==> src/rtl/wg_pkg.sv <==
`timescale 1ns/1ps
package wg_pkg;

  typedef enum logic [1:0] {
    WG_IDLE   = 2'd0,
    WG_GATHER = 2'd1,
    WG_FLUSH  = 2'd2
  } wg_state_e;

  // transaction type that must never be merged
  localparam logic [2:0] TT_CI = 3'd4;

  // tick count register width, enough for the longest setting of 16
  localparam int TICK_W = 5;
  localparam int MAX_TICKS = 16;

  function automatic logic [TICK_W-1:0] tick_limit(input logic [2:0] code);
    case (code)
      3'd0:    return TICK_W'(0);
      3'd5:    return TICK_W'(4);
      3'd6:    return TICK_W'(8);
      3'd7:    return TICK_W'(16);
      default: return TICK_W'(2);
    endcase
  endfunction

endpackage

==> src/rtl/wg_prescaler.sv <==
`timescale 1ns/1ps
module wg_prescaler #(
  parameter int PERIOD = 64
) (
  input  logic clk,
  input  logic rst,
  output logic tick
);
  localparam int CW = (PERIOD > 1) ? $clog2(PERIOD) : 1;

  logic [CW-1:0] cnt_q;

  always_ff @(posedge clk) begin
    if (rst) cnt_q <= '0;
    else if (cnt_q == CW'(PERIOD - 1)) cnt_q <= '0;
    else cnt_q <= cnt_q + 1'b1;
  end

  assign tick = (cnt_q == CW'(PERIOD - 1));
endmodule

==> src/rtl/wg_timeout.sv <==
`timescale 1ns/1ps
module wg_timeout
  import wg_pkg::*;
(
  input  logic       clk,
  input  logic       rst,
  input  logic       load,
  input  logic [2:0] code,
  input  logic       tick,
  input  logic       active,
  output logic       expire
);
  logic [TICK_W-1:0] left_q;
  logic              en_q;

  always_ff @(posedge clk) begin
    if (rst) begin
      left_q <= '0;
      en_q   <= 1'b0;
    end else if (load) begin
      left_q <= tick_limit(code);
      en_q   <= (code != 3'd0);
    end else if (active && tick && en_q && left_q != '0) begin
      left_q <= left_q - 1'b1;
    end
  end

  assign expire = active && tick && en_q && (left_q == TICK_W'(1));
endmodule

==> src/rtl/wg_line_buf.sv <==
`timescale 1ns/1ps
module wg_line_buf #(
  parameter int BEAT_BYTES = 8,
  parameter int LINE_WORDS = 4
) (
  input  logic                                  clk,
  input  logic                                  rst,
  input  logic                                  clear,
  input  logic                                  wr_en,
  input  logic [$clog2(LINE_WORDS)-1:0]         word_sel,
  input  logic [BEAT_BYTES*8-1:0]               wr_data,
  input  logic [BEAT_BYTES-1:0]                 wr_be,
  output logic [LINE_WORDS*BEAT_BYTES*8-1:0]    line_data,
  output logic [LINE_WORDS*BEAT_BYTES-1:0]      line_mask,
  output logic [LINE_WORDS*BEAT_BYTES-1:0]      mask_next
);
  localparam int DATA_W     = BEAT_BYTES * 8;
  localparam int LINE_BYTES = LINE_WORDS * BEAT_BYTES;
  localparam int WSEL_W     = $clog2(LINE_WORDS);

  logic [DATA_W-1:0]     mem [LINE_WORDS];
  logic [LINE_BYTES-1:0] mask_q;
  logic [LINE_BYTES-1:0] set_v;

  for (genvar w = 0; w < LINE_WORDS; w++) begin : g_word
    for (genvar b = 0; b < BEAT_BYTES; b++) begin : g_byte
      assign set_v[w*BEAT_BYTES + b] = wr_en && (word_sel == WSEL_W'(w)) && wr_be[b];
    end
    assign line_data[w*DATA_W +: DATA_W] = mem[w];
  end

  // byte-enabled write into a small word array
  always_ff @(posedge clk) begin
    if (wr_en) begin
      for (int b = 0; b < BEAT_BYTES; b++) begin
        if (wr_be[b]) mem[word_sel][b*8 +: 8] <= wr_data[b*8 +: 8];
      end
    end
  end

  always_ff @(posedge clk) begin
    if (rst || clear) mask_q <= '0;
    else mask_q <= mask_q | set_v;
  end

  assign line_mask = mask_q;
  assign mask_next = mask_q | set_v;
endmodule

==> src/rtl/write_gather.sv <==
`timescale 1ns/1ps
module write_gather
  import wg_pkg::*;
#(
  parameter int ADDR_W       = 32,
  parameter int BEAT_BYTES   = 8,
  parameter int LINE_WORDS   = 4,
  parameter int PULSE_PERIOD = 64
) (
  input  logic                                       clk,
  input  logic                                       rst,
  input  logic [2:0]                                 cfg_tmo,
  input  logic                                       wr_valid,
  output logic                                       wr_ready,
  input  logic [ADDR_W-1:0]                          wr_addr,
  input  logic [BEAT_BYTES*8-1:0]                    wr_data,
  input  logic [BEAT_BYTES-1:0]                      wr_be,
  input  logic [2:0]                                 wr_ttype,
  input  logic                                       rd_valid,
  input  logic [ADDR_W-$clog2(LINE_WORDS)-1:0]       rd_line,
  output logic                                       rd_hold,
  output logic                                       fl_valid,
  input  logic                                       fl_ready,
  output logic [ADDR_W-$clog2(LINE_WORDS)-1:0]       fl_line,
  output logic [LINE_WORDS*BEAT_BYTES*8-1:0]         fl_data,
  output logic [LINE_WORDS*BEAT_BYTES-1:0]           fl_mask,
  output logic [2:0]                                 fl_ttype,
  output logic                                       fl_bypass,
  output logic                                       pending,
  output logic                                       busy
);
  localparam int WSEL_W     = $clog2(LINE_WORDS);
  localparam int TAG_W      = ADDR_W - WSEL_W;
  localparam int LINE_BYTES = LINE_WORDS * BEAT_BYTES;

  wg_state_e         state_q, state_d;
  logic [TAG_W-1:0]  tag_q;
  logic [2:0]        tt_q;
  logic              byp_q;

  logic [TAG_W-1:0]      wr_tag;
  logic [WSEL_W-1:0]     wr_word;
  logic                  tick, expire;
  logic                  probe_hit, conflict, flush_req;
  logic                  accept, is_ci, line_full, ack;
  logic [LINE_BYTES-1:0] mask_next;

  assign wr_tag  = wr_addr[ADDR_W-1:WSEL_W];
  assign wr_word = wr_addr[WSEL_W-1:0];
  assign is_ci   = (wr_ttype == TT_CI);

  wg_prescaler #(.PERIOD(PULSE_PERIOD)) u_pre (
    .clk  (clk),
    .rst  (rst),
    .tick (tick)
  );

  wg_timeout u_tmo (
    .clk    (clk),
    .rst    (rst),
    .load   (accept && !is_ci),
    .code   (cfg_tmo),
    .tick   (tick),
    .active (state_q == WG_GATHER),
    .expire (expire)
  );

  assign ack = (state_q == WG_FLUSH) && fl_ready;

  wg_line_buf #(.BEAT_BYTES(BEAT_BYTES), .LINE_WORDS(LINE_WORDS)) u_buf (
    .clk       (clk),
    .rst       (rst),
    .clear     (ack),
    .wr_en     (accept),
    .word_sel  (wr_word),
    .wr_data   (wr_data),
    .wr_be     (wr_be),
    .line_data (fl_data),
    .line_mask (fl_mask),
    .mask_next (mask_next)
  );

  assign line_full = &mask_next;
  assign probe_hit = rd_valid && (state_q != WG_IDLE) && (rd_line == tag_q);
  assign conflict  = wr_valid && (wr_tag != tag_q || wr_ttype != tt_q || is_ci);
  assign flush_req = (state_q == WG_GATHER) && (expire || probe_hit || conflict);

  always_comb begin
    case (state_q)
      WG_IDLE:   wr_ready = 1'b1;
      WG_GATHER: wr_ready = !flush_req;
      default:   wr_ready = 1'b0;
    endcase
  end

  assign accept = wr_valid && wr_ready;

  always_comb begin
    state_d = state_q;
    case (state_q)
      WG_IDLE: begin
        if (accept) state_d = (is_ci || line_full) ? WG_FLUSH : WG_GATHER;
      end
      WG_GATHER: begin
        if (flush_req || (accept && line_full)) state_d = WG_FLUSH;
      end
      WG_FLUSH: begin
        if (fl_ready) state_d = WG_IDLE;
      end
      default: state_d = WG_IDLE;
    endcase
  end

  always_ff @(posedge clk) begin
    if (rst) begin
      state_q <= WG_IDLE;
      tag_q   <= '0;
      tt_q    <= '0;
      byp_q   <= 1'b0;
    end else begin
      state_q <= state_d;
      if (accept && state_q == WG_IDLE) begin
        tag_q <= wr_tag;
        tt_q  <= wr_ttype;
        byp_q <= is_ci;
      end
    end
  end

  assign rd_hold   = probe_hit;
  assign fl_valid  = (state_q == WG_FLUSH);
  assign fl_line   = tag_q;
  assign fl_ttype  = tt_q;
  assign fl_bypass = byp_q;
  assign pending   = (state_q == WG_GATHER);
  assign busy      = (state_q != WG_IDLE);
endmodule

==> config.mk <==
export PLATFORM = sky130hd
export DESIGN_NAME = write_gather
export DESIGN_NICKNAME = d
export VERILOG_FILES = /design/src/rtl/wg_pkg.sv /design/src/rtl/wg_prescaler.sv /design/src/rtl/wg_timeout.sv /design/src/rtl/wg_line_buf.sv /design/src/rtl/write_gather.sv
export SDC_FILE = /design/constraint.sdc
export NUM_CORES = 1
export LEC_CHECK = 0
export BUFFER_PORTS_ARGS = -buffer_cell sky130_fd_sc_hd__buf_2
export CORE_AREA = 2 2 186 188
export DETAILED_ROUTE_END_ITERATION = 8
export DIE_AREA = 0 0 188 190
export GPL_TIMING_DRIVEN = 0
export MAX_ROUTING_LAYER = met4
export PLACE_DENSITY = 0.58
export SLEW_MARGIN = 40
export SYNTH_ARGS = -nofsm -noshare
export SYNTH_HDL_FRONTEND = slang
export SYNTH_SLANG_ARGS = --single-unit
==> constraint.sdc <==
create_clock -name clk -period 4.1 [get_ports clk]
set_input_delay 1.23 -clock clk [delete_from_list [all_inputs] [get_ports clk]]
set_output_delay 1.23 -clock clk [all_outputs]
set_load 0.005 [all_outputs]
==> results.py <==
metrics = {
    "worst_setup_path": {
        "worstSetupPathType": "input pin to output port",
        "cp_data_arrival_time_ns": 2.79,
        "worst_path_dominant_cell_family": "simple AND/OR/NAND/NOR gates",
        "critical_path.max_fanout": 3,
        "critical_path.cell_chain": "buf_2 > xnor2_1 > nand4_1 > nor4_4 > nand3_2 > nand2_1 > nand3b_1 > a21oi_1 > buf_2",
        "critical_path.endpoint_type": "output port",
        "crit_path_top_delay_cell": "nor4_4",
        "cp.required_ns": 2.87,
        "number_of_buffer_and_inverter_stages_on_the_critical_path": 2,
        "crit_path_frequent_cell": "buf_2",
        "crit_path_start_kind": "input pin",
        "critical-path-max-stage-delay_ns": 0.40,
    },
    "clocking": {
        "max_h_tree_level": 2,
        "cts_tree": "yes",
        "cts.root.buffer_cell": "clkbuf_16",
        "tritoncts_num_sinks": 336,
        "clk_transition_reported_paths_ns": 0.06,
        "clk_path_buf_depth": 3,
        "numCtsBuffers": 35,
        "clock_latency_ns": 0.52,
    },
    "power": {
        "p_sw_mw": 1.67,
        "netSwitchingFraction_pct": 22.3,
        "p_seq_share_pct": 51.1,
        "p_int_mw": 5.83,
        "power.clock.fraction_pct": 41.8,
        "ir_worst_vdd_mv": 0.236,
        "p_comb_share_pct": 7.1,
        "static_leakage_power_nw": 6.43,
        "p_per_area_mw_per_mm2": 468,
    },
    "drt": {
        "final_antenna_net_count": 0,
        "route.vias.total": 8086,
        "viasPerCell": 4.61,
        "detail_route.iter0.violations": 434,
        "routed_wirelength_normalized_by_instance_count_um": 20.1,
        "firstDrtPassIters": 4,
        "drc": 0,
        "drt_wl_total_mm": 35.3,
    },
    "grt": {
        "grt_antenna_before_repair": 3,
        "grt_first_pass_wirelength_mm": 50.5,
        "grt_max_degree": 15,
        "grt_pass1_vias": 8000,
        "grt.total_usage_pct": 19.7,
        "grt_overflow": 0,
    },
    "timing": {
        "drv_slew": 0,
        "setup-tns-final_ns": 0,
        "worst-slew-pin-transition_ns": 0.802,
        "hold_viol": 0,
        "final.hold.worst_slack_ns": 0.449,
        "fin_crit_sh_pct": 98.1,
        "grt_setup_unrepaired": "false",
        "fmax_ghz": 0.249,
        "max-slew-margin-rel_pct": 46.5,
        "period_needed_ns": 4.02,
        "skew_ns": 0.0257,
        "finalSetupViolations": 0,
    },
    "placed_design": {
        "numPortBuffers": 470,
        "placed_instances": 1685,
        "post_dp_cell_area_mm2": 0.0148,
        "place_hpwl_mm": 27.3,
        "place_congestion": 0.855,
    },
    "outcome": {
        "status": "complete, no violations",
    },
    "layout": {
        "num-nets-final": 1419,
        "final_cell_count_no_fill": 1755,
        "post-route-cell-area_mm2": 0.0160,
        "syn_to_layout_area_delta_pct": 34.9,
        "drive_above_1_share_pct": 42.6,
        "fin_util_pct": 47.2,
    },
    "floorplanning": {
        "floorplan.initialDensity_pct": 35.0,
        "top_level_ports": 472,
        "design.die.area_mm2": 0.0357,
        "core_region_area_mm2": 0.0339,
        "row_count": 68,
        "vertical_die_dimension_um": 190,
        "floorplan.die.width_um": 188,
    },
    "logic_synthesis": {
        "ys_async_sr_fraction_pct": 0,
        "synth-edff-count": 256,
        "postSynthNetCount": 909,
        "yosysSeqAreaShare_pct": 78.3,
        "synth_area_per_cell_um2": 15.6,
        "synthFlopType": "edfxtp_1",
        "synth_area_mm2": 0.0119,
        "syn_inst": 760,
        "synthDistinctLibCells": 50,
        "ys.warnings.count": 0,
        "yosys_register_bits": 336,
    },
    "hold_path": {
        "hold_removal_path_class": "flip-flop to flip-flop",
    },
    "run": {
        "max-cap-violations": 0,
    },
}
## registers in the layout (all words and copies together) (netlist names)
signal	cells
fl_ttype	3
state_q	2
u_buf.mem	256
fl_bypass	1
u_pre.cnt_q	6
u_tmo.en_q	1
u_buf.line_mask	32
u_tmo.left_q	5
fl_line	30
## metrics by stage
step           power, mW  worst slack, ns
2_1_floorplan       4.12            0.417
3_3_place_gp        4.43           -0.637
3_5_place_dp        4.44           -0.372
4_1_cts             7.57           0.0902
5_1_grt             7.75          0.00411
6_report            7.50           0.0772
## power by group through the flow
| stage | Clock (mW) | Sequential (mW) | Combinational (mW) |
|---|---|---|---|
| CTS | 3.19 | 3.83 | 0.542 |
| floorplan | 0 | 3.90 | 0.223 |
| detailed placement | 0 | 3.90 | 0.535 |
| global route | 3.33 | 3.84 | 0.588 |
| global placement | 0 | 3.90 | 0.528 |
| finish | 3.14 | 3.83 | 0.533 |
## metal layers
layer | global-route usage, % | up-vias | share of wire [%]
met3 | 4.78 | 54 | 8.2
met5 | - | - | 0
li1 | - | 3823 | -
met4 | 5.39 | 0 | 2.0
met2 | 34.6 | 378 | 52
met1 | 22.5 | 3831 | 38
## layout make-up
type                       instances  area, um2
fill                            3101      17900
inverter                           6       22.5
timing repair buffer             473       2370
multi-input combinational        399       2520
tap                              455        569
antenna                            3       7.51
buffer                            19       75.1
clock buffer                      49       1010
clock inverter                    15        140
sequential                       336       9290
## Yosys cell counts (4+ instances only)
library cell	instances	area share, %
clkbuf_1	16	0.51
nor2b_1	5	0.26
dfxtp_1	80	13
nor4_1	5	0.26
xnor2_1	36	2.7
o21a_1	14	0.89
nand2_1	84	2.7
and3_1	16	0.84
ha_1	4	0.42
xor2_1	35	2.6
a21oi_1	43	1.8
nand4_1	17	0.90
nor2_1	50	1.6
nor3_1	8	0.34
nand2b_1	4	0.21
nand3_1	7	0.30
edfxtp_1	256	65
and2_1	22	1.2
a31oi_1	8	0.42
nor4_2	5	0.53
inv_1	6	0.19
## cell usage in the layout (no fill, tap or decap), drive strengths merged, types with 2 or more instances in the layout
cell type and n:
nand2b 4, ha 4, dfxtp 80, edfxtp 256
inv 7, a21oi 44, a31o 2, bufinv 2
clkinvlp 2, a41oi 3, nand3 8, a31oi 10
nor2 50, xnor2 36, nor4 12, and2 22
clkinv 10, o2bb2ai 2, and3 16, clkbuf 66
xor2 35, o21ai 6, o21a 14, nor3 8
mux2i 2, buf 475, nand2 84, nand4 17
diode 3, nand4b 2, nor2b 5
## worst paths after layout
kind,startpoint,to,slack (ns),cells after the start
max reg2reg,fl_line[12],u_buf.mem[3][39],0.74,8
min reg2reg,u_pre.cnt_q[0],u_pre.cnt_q[0],0.45,1
max,wr_addr[23],wr_ready,0.08,9
min,u_pre.cnt_q[0],u_pre.cnt_q[0],0.45,1
## worst register-to-register path, cell delays in order, from the launching register on
cell and delay [ns]:
dfxtp_1 0.43, xnor2_1 0.14, nand4_1 0.22, nor4_4 0.41, nand3_2 0.19, o21ai_4 0.34, clkbuf_2 0.34, and2_1 0.40
and3_1 0.53
## repair_timing
item,in CTS,in global routing
pin swaps,2,1
cloned,0,0
resized for setup,5,1
hold buffers,0,0
setup buffers,3,0
hold endpoints to repair,0,0
endpoints found under the setup margin,2,1
## logic make-up (layout without fill, tap and decap cells)
kind of cell / after synthesis / after routing / share of synthesized area (%)
flip-flops: 336 / 336 / 78.3
XOR/XNOR: 71 / 71 / 5.24
other: 0 / 3 / 0
AND/OR/NAND/NOR: 232 / 232 / 9.88
multiplexers: 3 / 3 / 0.264
adder cells (fa/ha/maj): 4 / 4 / 0.422
AO/OA/AOI/OAI: 89 / 89 / 5.09
buffers and inverters: 25 / 562 / 0.822
(Power assumes the default switching activity.)
